**config.mk**
```make
export PLATFORM = sky130hd
export DESIGN_NAME = pwr_halt_seq
export DESIGN_NICKNAME = d
export VERILOG_FILES = /design/src/rtl/pwr_halt_pkg.sv /design/src/rtl/pwr_halt_decide.sv /design/src/rtl/pwr_wake_detect.sv /design/src/rtl/pwr_stab_timer.sv /design/src/rtl/pwr_halt_seq.sv
export SDC_FILE = /design/constraint.sdc
export NUM_CORES = 1
export LEC_CHECK = 0
export BUFFER_PORTS_ARGS = -buffer_cell sky130_fd_sc_hd__clkbuf_2
export CAP_MARGIN = 25
export CORE_ASPECT_RATIO = 0.9
export CORE_UTILIZATION = 55
export CTS_BUF_LIST = sky130_fd_sc_hd__clkbuf_8
export DETAILED_ROUTE_END_ITERATION = 10
export GPL_TIMING_DRIVEN = 0
export HOLD_SLACK_MARGIN = 0.03
export PLACE_DENSITY = 0.77
export SLEW_MARGIN = 30
export SYNTH_ARGS = -nofsm -noshare
export SYNTH_HDL_FRONTEND = slang
export SYNTH_SLANG_ARGS = --single-unit
```
**constraint.sdc**
```tcl
create_clock -name clk -period 5 [get_ports clk]
set_clock_uncertainty 0.05 [all_clocks]
set_input_delay 0.25 -clock clk [delete_from_list [all_inputs] [get_ports clk]]
set_output_delay 0.25 -clock clk [all_outputs]
set_load 0.02 [all_outputs]
```
**src/rtl/pwr_halt_pkg.sv**
```systemverilog
package pwr_halt_pkg;

    typedef enum logic [1:0] {
        PH_RUN  = 2'b00,
        PH_STD  = 2'b01,
        PH_ACT  = 2'b10,
        PH_STAB = 2'b11
    } ph_state_e;

endpackage

```
**src/rtl/pwr_halt_decide.sv**
```systemverilog
// Chooses the halt flavour for a request, or the watchdog-conflict reset.
module pwr_halt_decide (
    input  logic osc_irq_en,
    input  logic wdg_en,
    input  logic wdg_halt_ok,
    output logic go_std,
    output logic go_act,
    output logic force_rst
);
    always_comb begin
        go_act    = osc_irq_en;
        force_rst = !osc_irq_en && wdg_en && !wdg_halt_ok;
        go_std    = !osc_irq_en && !force_rst;
    end
endmodule

```
**src/rtl/pwr_wake_detect.sv**
```systemverilog
// Qualifies wake sources for the current halt flavour.
module pwr_wake_detect (
    input  logic in_std,
    input  logic in_act,
    input  logic sys_reset,
    input  logic ext_irq,
    input  logic int_irq,
    input  logic osc_tb_irq,
    output logic wake,
    output logic wake_by_rst
);
    logic halted;

    always_comb begin
        halted      = in_std || in_act;
        wake        = (halted && (sys_reset || ext_irq || int_irq))
                    || (in_act && osc_tb_irq);
        wake_by_rst = halted && sys_reset;
    end
endmodule

```
**src/rtl/pwr_stab_timer.sv**
```systemverilog
// Stabilization counter: cleared by the wake, counts while active,
// reports done in the last counted cycle.
module pwr_stab_timer #(
    parameter int unsigned STAB_CYCLES = 4096
) (
    input  logic clk,
    input  logic rst_n,
    input  logic clear,
    input  logic active,
    output logic done
);
    localparam int unsigned CW = (STAB_CYCLES > 1) ? $clog2(STAB_CYCLES) : 1;
    localparam logic [CW-1:0] LAST = CW'(STAB_CYCLES - 1);

    logic [CW-1:0] cnt_q;

    always_ff @(posedge clk or negedge rst_n) begin
        if (!rst_n) begin
            cnt_q <= '0;
        end else if (clear) begin
            cnt_q <= '0;
        end else if (active) begin
            cnt_q <= cnt_q + 1'b1;
        end
    end

    assign done = active && (cnt_q == LAST);
endmodule

```
**src/rtl/pwr_halt_seq.sv**
```systemverilog
module pwr_halt_seq
    import pwr_halt_pkg::*;
#(
    parameter int unsigned STAB_CYCLES = 4096
) (
    input  logic       clk,
    input  logic       rst_n,
    input  logic       halt_req_i,
    input  logic       osc_irq_en_i,
    input  logic       wdg_en_i,
    input  logic       wdg_halt_ok_i,
    input  logic       sys_reset_i,
    input  logic       ext_irq_i,
    input  logic       int_irq_i,
    input  logic       osc_tb_irq_i,
    output logic       osc_en_o,
    output logic       tb_en_o,
    output logic       cpu_clk_en_o,
    output logic       per_clk_en_o,
    output logic       wdg_rst_o,
    output logic       irq_mask_clr_o,
    output logic       fetch_rst_vec_o,
    output logic       cc_push_o,
    output logic       irq_serve_o,
    output logic [1:0] mode_o
);
    ph_state_e state_q, state_d;

    logic go_std, go_act, force_rst;
    logic wake, wake_by_rst, stab_done;
    logic in_run, in_stab, rst_cause;
    logic rst_flag_q, wdg_rst_q, mask_clr_q, fetch_q, cc_push_q, serve_q;

    assign in_run  = (state_q == PH_RUN);
    assign in_stab = (state_q == PH_STAB);

    pwr_halt_decide u_decide (
        .osc_irq_en  (osc_irq_en_i),
        .wdg_en      (wdg_en_i),
        .wdg_halt_ok (wdg_halt_ok_i),
        .go_std      (go_std),
        .go_act      (go_act),
        .force_rst   (force_rst)
    );

    pwr_wake_detect u_wake (
        .in_std      (state_q == PH_STD),
        .in_act      (state_q == PH_ACT),
        .sys_reset   (sys_reset_i),
        .ext_irq     (ext_irq_i),
        .int_irq     (int_irq_i),
        .osc_tb_irq  (osc_tb_irq_i),
        .wake        (wake),
        .wake_by_rst (wake_by_rst)
    );

    pwr_stab_timer #(.STAB_CYCLES(STAB_CYCLES)) u_timer (
        .clk    (clk),
        .rst_n  (rst_n),
        .clear  (wake),
        .active (in_stab),
        .done   (stab_done)
    );

    // Next-state logic
    always_comb begin
        state_d = state_q;
        unique case (state_q)
            PH_RUN: begin
                if (halt_req_i && go_act)      state_d = PH_ACT;
                else if (halt_req_i && go_std) state_d = PH_STD;
            end
            PH_STD, PH_ACT: begin
                if (wake) state_d = PH_STAB;
            end
            PH_STAB: begin
                if (stab_done) state_d = PH_RUN;
            end
        endcase
    end

    // State register
    always_ff @(posedge clk or negedge rst_n) begin
        if (!rst_n) state_q <= PH_RUN;
        else        state_q <= state_d;
    end

    // Reset wins over any interrupt cause, including one arriving late in the window
    assign rst_cause = rst_flag_q || sys_reset_i;

    // Registered pulse outputs and wake-cause record
    always_ff @(posedge clk or negedge rst_n) begin
        if (!rst_n) begin
            rst_flag_q <= 1'b0;
            wdg_rst_q  <= 1'b0;
            mask_clr_q <= 1'b0;
            fetch_q    <= 1'b0;
            cc_push_q  <= 1'b0;
            serve_q    <= 1'b0;
        end else begin
            if (wake)                        rst_flag_q <= wake_by_rst;
            else if (in_stab && sys_reset_i) rst_flag_q <= 1'b1;
            wdg_rst_q  <= in_run && halt_req_i && force_rst;
            mask_clr_q <= in_run && halt_req_i && (go_std || go_act);
            fetch_q    <= stab_done && rst_cause;
            cc_push_q  <= stab_done && !rst_cause;
            serve_q    <= cc_push_q;
        end
    end

    // Clock enables decoded from state
    always_comb begin
        unique case (state_q)
            PH_RUN:  {osc_en_o, tb_en_o, cpu_clk_en_o, per_clk_en_o} = 4'b1111;
            PH_STD:  {osc_en_o, tb_en_o, cpu_clk_en_o, per_clk_en_o} = 4'b0000;
            PH_ACT:  {osc_en_o, tb_en_o, cpu_clk_en_o, per_clk_en_o} = 4'b1100;
            PH_STAB: {osc_en_o, tb_en_o, cpu_clk_en_o, per_clk_en_o} = 4'b1100;
        endcase
    end

    assign mode_o          = state_q;
    assign wdg_rst_o       = wdg_rst_q;
    assign irq_mask_clr_o  = mask_clr_q;
    assign fetch_rst_vec_o = fetch_q;
    assign cc_push_o       = cc_push_q;
    assign irq_serve_o     = serve_q;
endmodule

```
# Yosys cells after proc, flatten, opt, wreduce, memory -nomap -nowiden
# Index checks and enable logic that the tools add are counted.
[word_totals] wordCells=59 latch_bits=0 reg_bits=20 mem_count=0 output_inout_bits=11 romBits=0 inputBits=10 mem_bits_rw=0
[op_classes] multipliers=0 shifts=0 n_eq_ne=7 div=0 order_cmp=0 n_bitwise=0 reduce_logical=32 n_mux=11 add_sub_neg=1
[op_table] operator="12-bit 2-to-1 mux" count=2
[op_table] operator="1-bit logical AND" count=15
[op_table] operator="12-bit by 1-bit adder with 12-bit output (second input constant)" count=1
[op_table] operator="12-bit == test (second input constant)" count=1
[op_table] operator="2-bit 2-to-1 mux" count=4
[op_table] operator="1-bit logical OR" count=6
[op_table] operator="2-bit case mux with 3 select lines" count=1
[op_table] operator="3-bit OR reduction" count=2
[op_table] operator="2-bit == test (second input constant)" count=2
[op_table] operator="1-bit logical NOT" count=4
[op_table] operator="1-bit case mux with 2 select lines" count=2
[op_table] operator="2-bit nonzero test" count=2
[op_table] operator="3-bit by 1-bit != test with 1-bit output (second input constant)" count=1
[op_table] operator="3-bit AND reduction" count=1
[op_table] operator="2-bit by 1-bit == test with 1-bit output (second input constant)" count=1
[op_table] operator="2-bit logical NOT" count=1
[op_table] operator="1-bit 2-to-1 mux" count=2
[op_table] operator="2-bit by 1-bit != test with 1-bit output (second input constant)" count=1
[op_table] operator="2-bit != test (second input constant)" count=1
[op_table] operator="2-bit OR reduction" count=1

# Depth between registers and ports, before layout
[logic_depth] word_depth=9 ltp_mapped=6 ltp_nobuf=6

# By module
# From an unflattened synthesis, not the netlist that was laid out.
[unflattened] hier_cells=105 hier_area_um2=1072.3
[by_module_without_submodules] mod="pwr_stab_timer" cells_per_inst=60 seq_area_each_um2=300.3 instances=1 area_each_um2=604.3
[by_module_without_submodules] mod="pwr_halt_seq" cells_per_inst=37 seq_area_each_um2=200.2 instances=1 area_each_um2=406.6
[by_module_without_submodules] mod="pwr_halt_decide" cells_per_inst=4 seq_area_each_um2=0.0 instances=1 area_each_um2=32.5
[by_module_without_submodules] mod="pwr_wake_detect" cells_per_inst=4 seq_area_each_um2=0.0 instances=1 area_each_um2=28.8

# Least setup slack after synthesis
# Ideal clock, no wire load.
[synth_timing] kind="register to register" startpoint="register state_q[0], in the netlist mode_o[0]" endpoint="register u_timer.cnt_q[0]" setup_ps=132 arrival_ps=1584 n_path_buf=1 t_required_ps=4818 slack_ps=3234 synth_period_minus_slack_ps=1766 stages_incl_launch_ff=7 path_cell_list="dfrtp_1 > inv_1 > ha_1 > inv_1 > o21ai_0 > clkbuf_1 > nor2_1"
[synth_via] elab_chain_cells=5
[synth_rtl] item="start, declared" line="pwr_halt_seq.sv:27" source="ph_state_e state_q, state_d;"
[synth_rtl] item="start signal, assigned" line="pwr_halt_seq.sv:85" source="else state_q <= state_d;"
[synth_rtl] item="2-bit by 1-bit == test with 1-bit output or 2-bit == test (tied branches)" line="pwr_halt_seq.sv:47, pwr_halt_seq.sv:48"
[synth_rtl] item="1-bit logical OR" line="pwr_wake_detect.sv:15" source="halted = in_std || in_act;"
[synth_rtl] item="1-bit logical AND" line="pwr_wake_detect.sv:16" source="wake = (halted && (sys_reset || ext_irq || int_irq))"
[synth_rtl] item="1-bit logical OR" line="pwr_wake_detect.sv:17" source="|| (in_act && osc_tb_irq);"
[synth_rtl] item="12-bit 2-to-1 mux or 2-bit nonzero test (tied branches)"
[synth_rtl] item="end signal, assigned" line="pwr_stab_timer.sv:23" source="cnt_q <= cnt_q + 1'b1;"
[synth_rtl] item="end, declared" line="pwr_stab_timer.sv:15" source="logic [CW-1:0] cnt_q;"
# Several ways; a longest one is shown, not always the timed one.
# A chain may end at the register's enable or synchronous reset.

# Worst setup path in the final report
[layout_timing] startpoint="register state_q[1], in the netlist mode_o[1]" endpoint="register u_timer.cnt_q[5]"
# The elaborated chain is that of the path after synthesis.

==> out/results.txt <==
Among all flip-flop cells after synthesis, the most frequent one is sky130_fd_sc_hd__dfrtp_1. For the worst flop-to-flop path, the logic depth is 6. The clock slew at the register clock pins of the worst setup and hold paths came out at 0.07 ns. Kind of capture point of the worst setup path: a flip-flop. The kind of path behind the tightest hold check was in2reg. The register share of total power came out at 33.7%.

For this run, the detailed router's first-pass iteration total came to 4. The run gives 0.604 nW as the leakage power of the design. The net count of the finished layout is 145. The tool flagged a number of max-cap violations equal to 0.

In the synthesized netlist the async set-or-reset flop fraction comes to 100%. Of all cell types, the one taking the most synthesized area is sky130_fd_sc_hd__dfrtp_1. After synthesis, the largest area contributor takes up 48.1% of total cell area. Headroom to the max-slew limit came out at 67.9%. Of the available clock period, the critical path in the final layout requires 40.8%.

The routed layout has 814 vias. The y dimension of the die was 43.3 um. Level count of the clock H-tree: 1. For the via count of the first global-routing pass, the log shows 750.

The first global-routing pass estimated 3150 um of wire. The tools report the data arrival time of the critical path as 2.11 ns. The post-synthesis net count is 119.

The area of the core region is 1720 sq um. The post-placement setup slack was 3.01 ns; the net switching power was 0.242 mW. A synthesized cell averages 10.1 sq um.

The worst setup path is of the reg2reg kind. The run gives 0 as the number of hold violations in the final report. Of the total power, combinational logic draws 46.2%. The setup slack of the worst register-to-register path was 2.96 ns; the largest voltage drop on the vdd net was 0.327 mV.

The tools report the cell at the root of the clock tree as sky130_fd_sc_hd__clkbuf_8. The worst hold path terminates at irq_mask_clr_o. Cell internal power was estimated by the tool at 0.366 mW.

TritonCTS built the clock tree. The routed wirelength normalized by instance count is 12.3 um. The post-synthesis instance area was 1040 sq um; the fraction of power spent switching nets was 39.8%. Per report_power, the clock group accounts for 20.1% of the total. The worst register-to-register path begins at mode_o[1]. The post-detailed-placement cell area came out at 1170 sq um. After synthesis the netlist holds a flip-flop and latch count of 20. Using the TritonRoute via totals, the vias-per-cell ratio works out to 5.36. In this run, synthesis inferred 0 flip-flops with an integrated enable. At the end of routability-driven placement, the weighted congestion stood at 0.769. Synthesis produced 103 cells.

The floorplan has 14 rows. The design draws 0.608 mW. The maximum net fanout on the critical path works out to 10. The global-route usage over all layers is 21.6%. DRC violations left: 0. Power spread over the standard cell area amounts to 492 nW/um^2. The maximum number of pins on one net before global-route repair is 21, and the post-synthesis sequential area ratio is 48.1%. The worst hold path begins at halt_req_i. The clock passes through at most 2 buffers.

The achievable clock frequency is 0.491 GHz, and the later-pin clock latency in the skew report is 0.26 ns. The dominant cell by count in the synthesized netlist is sky130_fd_sc_hd__dfrtp_1. The number of buffers added on ports was 20; the number of nets still failing antenna checks after routing was 0. The post-route netlist has 25.8% of its cells at a drive strength greater than 1.

For the pin with the worst max-slew slack, the measured transition is 0.481 ns. The number of setup buffers added after CTS is 0. The final-report max-slew violation count is 0, and the required time of the worst setup path is 5.07 ns. The shortest clock period the worst path allows after layout is 2.04 ns.

During synthesis, Yosys emitted a total of 0 warnings. By area the synthesized netlist is led by sky130_fd_sc_hd__dfrtp_1 (48%), sky130_fd_sc_hd__ha_1 (7.2%), sky130_fd_sc_hd__xnor2_1 (6.7%). The logs give 20 for the count of clock tree sinks and 2070 sq um for the die outline area.

After detailed routing, the total wire length is 1870 um. The commonest cells after synthesis are sky130_fd_sc_hd__dfrtp_1 (20), sky130_fd_sc_hd__nor2_1 (13), sky130_fd_sc_hd__nand2_1 (8), sky130_fd_sc_hd__xnor2_1 (8), sky130_fd_sc_hd__inv_1 (7). The number of buffers inserted for hold repair after clock tree synthesis is 1, and the post-route standard cell area excluding fillers is 1240 sq um. The number of antenna repair diodes was 0. Counting the buffers created by CTS gives 3. The flow ran to the end, and the final reports show no timing, DRC or antenna violations. The run gives 0 as the initial antenna violation count. Summed over all layers, the global routing overflow is 0. After layout, the worst setup slack is 2.96 ns. Compared with the post-synthesis result, the final layout area differs by 18.8%.

Setup violations remaining at the end of the flow were counted as 0. The first routing iteration left 16 violations. In this run the count of I/O pins placed on the die edge is 21.

The endpoint identified for the worst register-to-register timing path is u_timer.cnt_q[5]. The worst setup path is launched from a flip-flop. The logs give 26 for the count of different cell masters after synthesis and 0 for the post-cts repair resize count. The hold path depth was 3; the detailed placer's ending HPWL was 1380 um. The die is 47.9 um wide. Once the floorplan was initialized, standard cells occupied 60.6% of the core. For the final routed database, the setup TNS stands at 0 ns.

Setup repair after global routing left no endpoint under its margin.
critical path: stages, from the launching register on:
cell and delay, ns:
sky130_fd_sc_hd__dfrtp_1 0.43, sky130_fd_sc_hd__inv_1 0.11, sky130_fd_sc_hd__ha_1 0.35, sky130_fd_sc_hd__inv_1 0.08, sky130_fd_sc_hd__o21ai_0 0.34, sky130_fd_sc_hd__clkbuf_1 0.43, sky130_fd_sc_hd__nor2_1 0.11
cells in the final DEF, fill, tap and decap left out, drive strengths merged, types with 2 or more instances in the layout:
cell type	synthesis	final
nand3	7	7
inv	7	7
nor2	13	13
nor4	3	3
ha	6	6
xnor2	8	8
nand2	8	8
mux2i	2	2
buf	2	2
o21ai	6	6
clkbuf	2	26
nand4	4	4
dfrtp	20	20
xor2	2	2
nor3	5	5
worst max path at each step:
| stage | depth (start not counted) | endpoint | start |
|---|---|---|---|
| final | 6 | u_timer.cnt_q[5] | mode_o[1] |
| after global routing | 6 | u_timer.cnt_q[2] | mode_o[1] |
| after CTS | 6 | u_timer.cnt_q[5] | mode_o[1] |
| after detailed placement | 6 | u_timer.cnt_q[5] | mode_o[1] |
| after global placement | 6 | u_timer.cnt_q[1] | mode_o[1] |
| after floorplan | 6 | u_timer.cnt_q[0] | mode_o[0] |
cell families (layout without fill, tap and decap cells):
| family | after synthesis | in the layout | share of synthesized area (%) |
|---|---|---|---|
| compound gates | 9 | 9 | 5.53 |
| xor+xnor | 10 | 10 | 8.41 |
| fa+ha+maj | 6 | 6 | 7.21 |
| buf+inv | 11 | 36 | 5.65 |
| flops | 20 | 20 | 48.1 |
| mux | 3 | 3 | 3.37 |
| simple gates | 44 | 44 | 21.8 |
power by group through the flow:
stage	sequential [mW]	clock (mW)	combinational (mW)
finish	0.205	0.122	0.281
floorplan	0.216	0	0.195
global route	0.208	0.132	0.303
CTS	0.204	0.126	0.282
detailed placement	0.207	0	0.276
global placement	0.205	0	0.273
registers in the layout, summed over array words and instances (netlist names):
name	count
wdg_rst_o	1
irq_serve_o	1
mode_o	2
cc_push_o	1
irq_mask_clr_o	1
fetch_rst_vec_o	1
u_timer.cnt_q	12
rst_flag_q	1
metrics by stage:
| stage | utilization, % | std cells | hold WS [ns] |
|---|---|---|---|
| detailed placement | 68.2 | 147 | 0.185 |
| finish | 72.0 | 152 | 0.172 |
| floorplan | - | 103 | -0.0956 |
| global route | 72.0 | 152 | 0.174 |
| global placement | 68.2 | 147 | 0.180 |
| CTS | 72.0 | 152 | 0.170 |
layout make-up:
| cell class | count | area (sq um) |
|---|---|---|
| Inverter | 7 | 26.3 |
| Sequential cell | 20 | 500 |
| Timing Repair Buffer | 21 | 110 |
| Buffer | 4 | 32.5 |
| Multi-Input combinational cell | 72 | 482 |
| Clock buffer | 4 | 55.1 |
| Tap cell | 24 | 30.0 |
| Fill cell | 148 | 480 |
layer usage:
metal  vias to the layer above  share of wire [%]  global-route usage (%)
met5                         -                  0                       0
met4                         0                1.0                    5.00
met3                         4                3.5                    6.38
met2                        13                 48                    33.5
met1                       396                 47                    29.3
li1                        401                  -                       -
No activity file was read; power rests on OpenSTA's default activity.
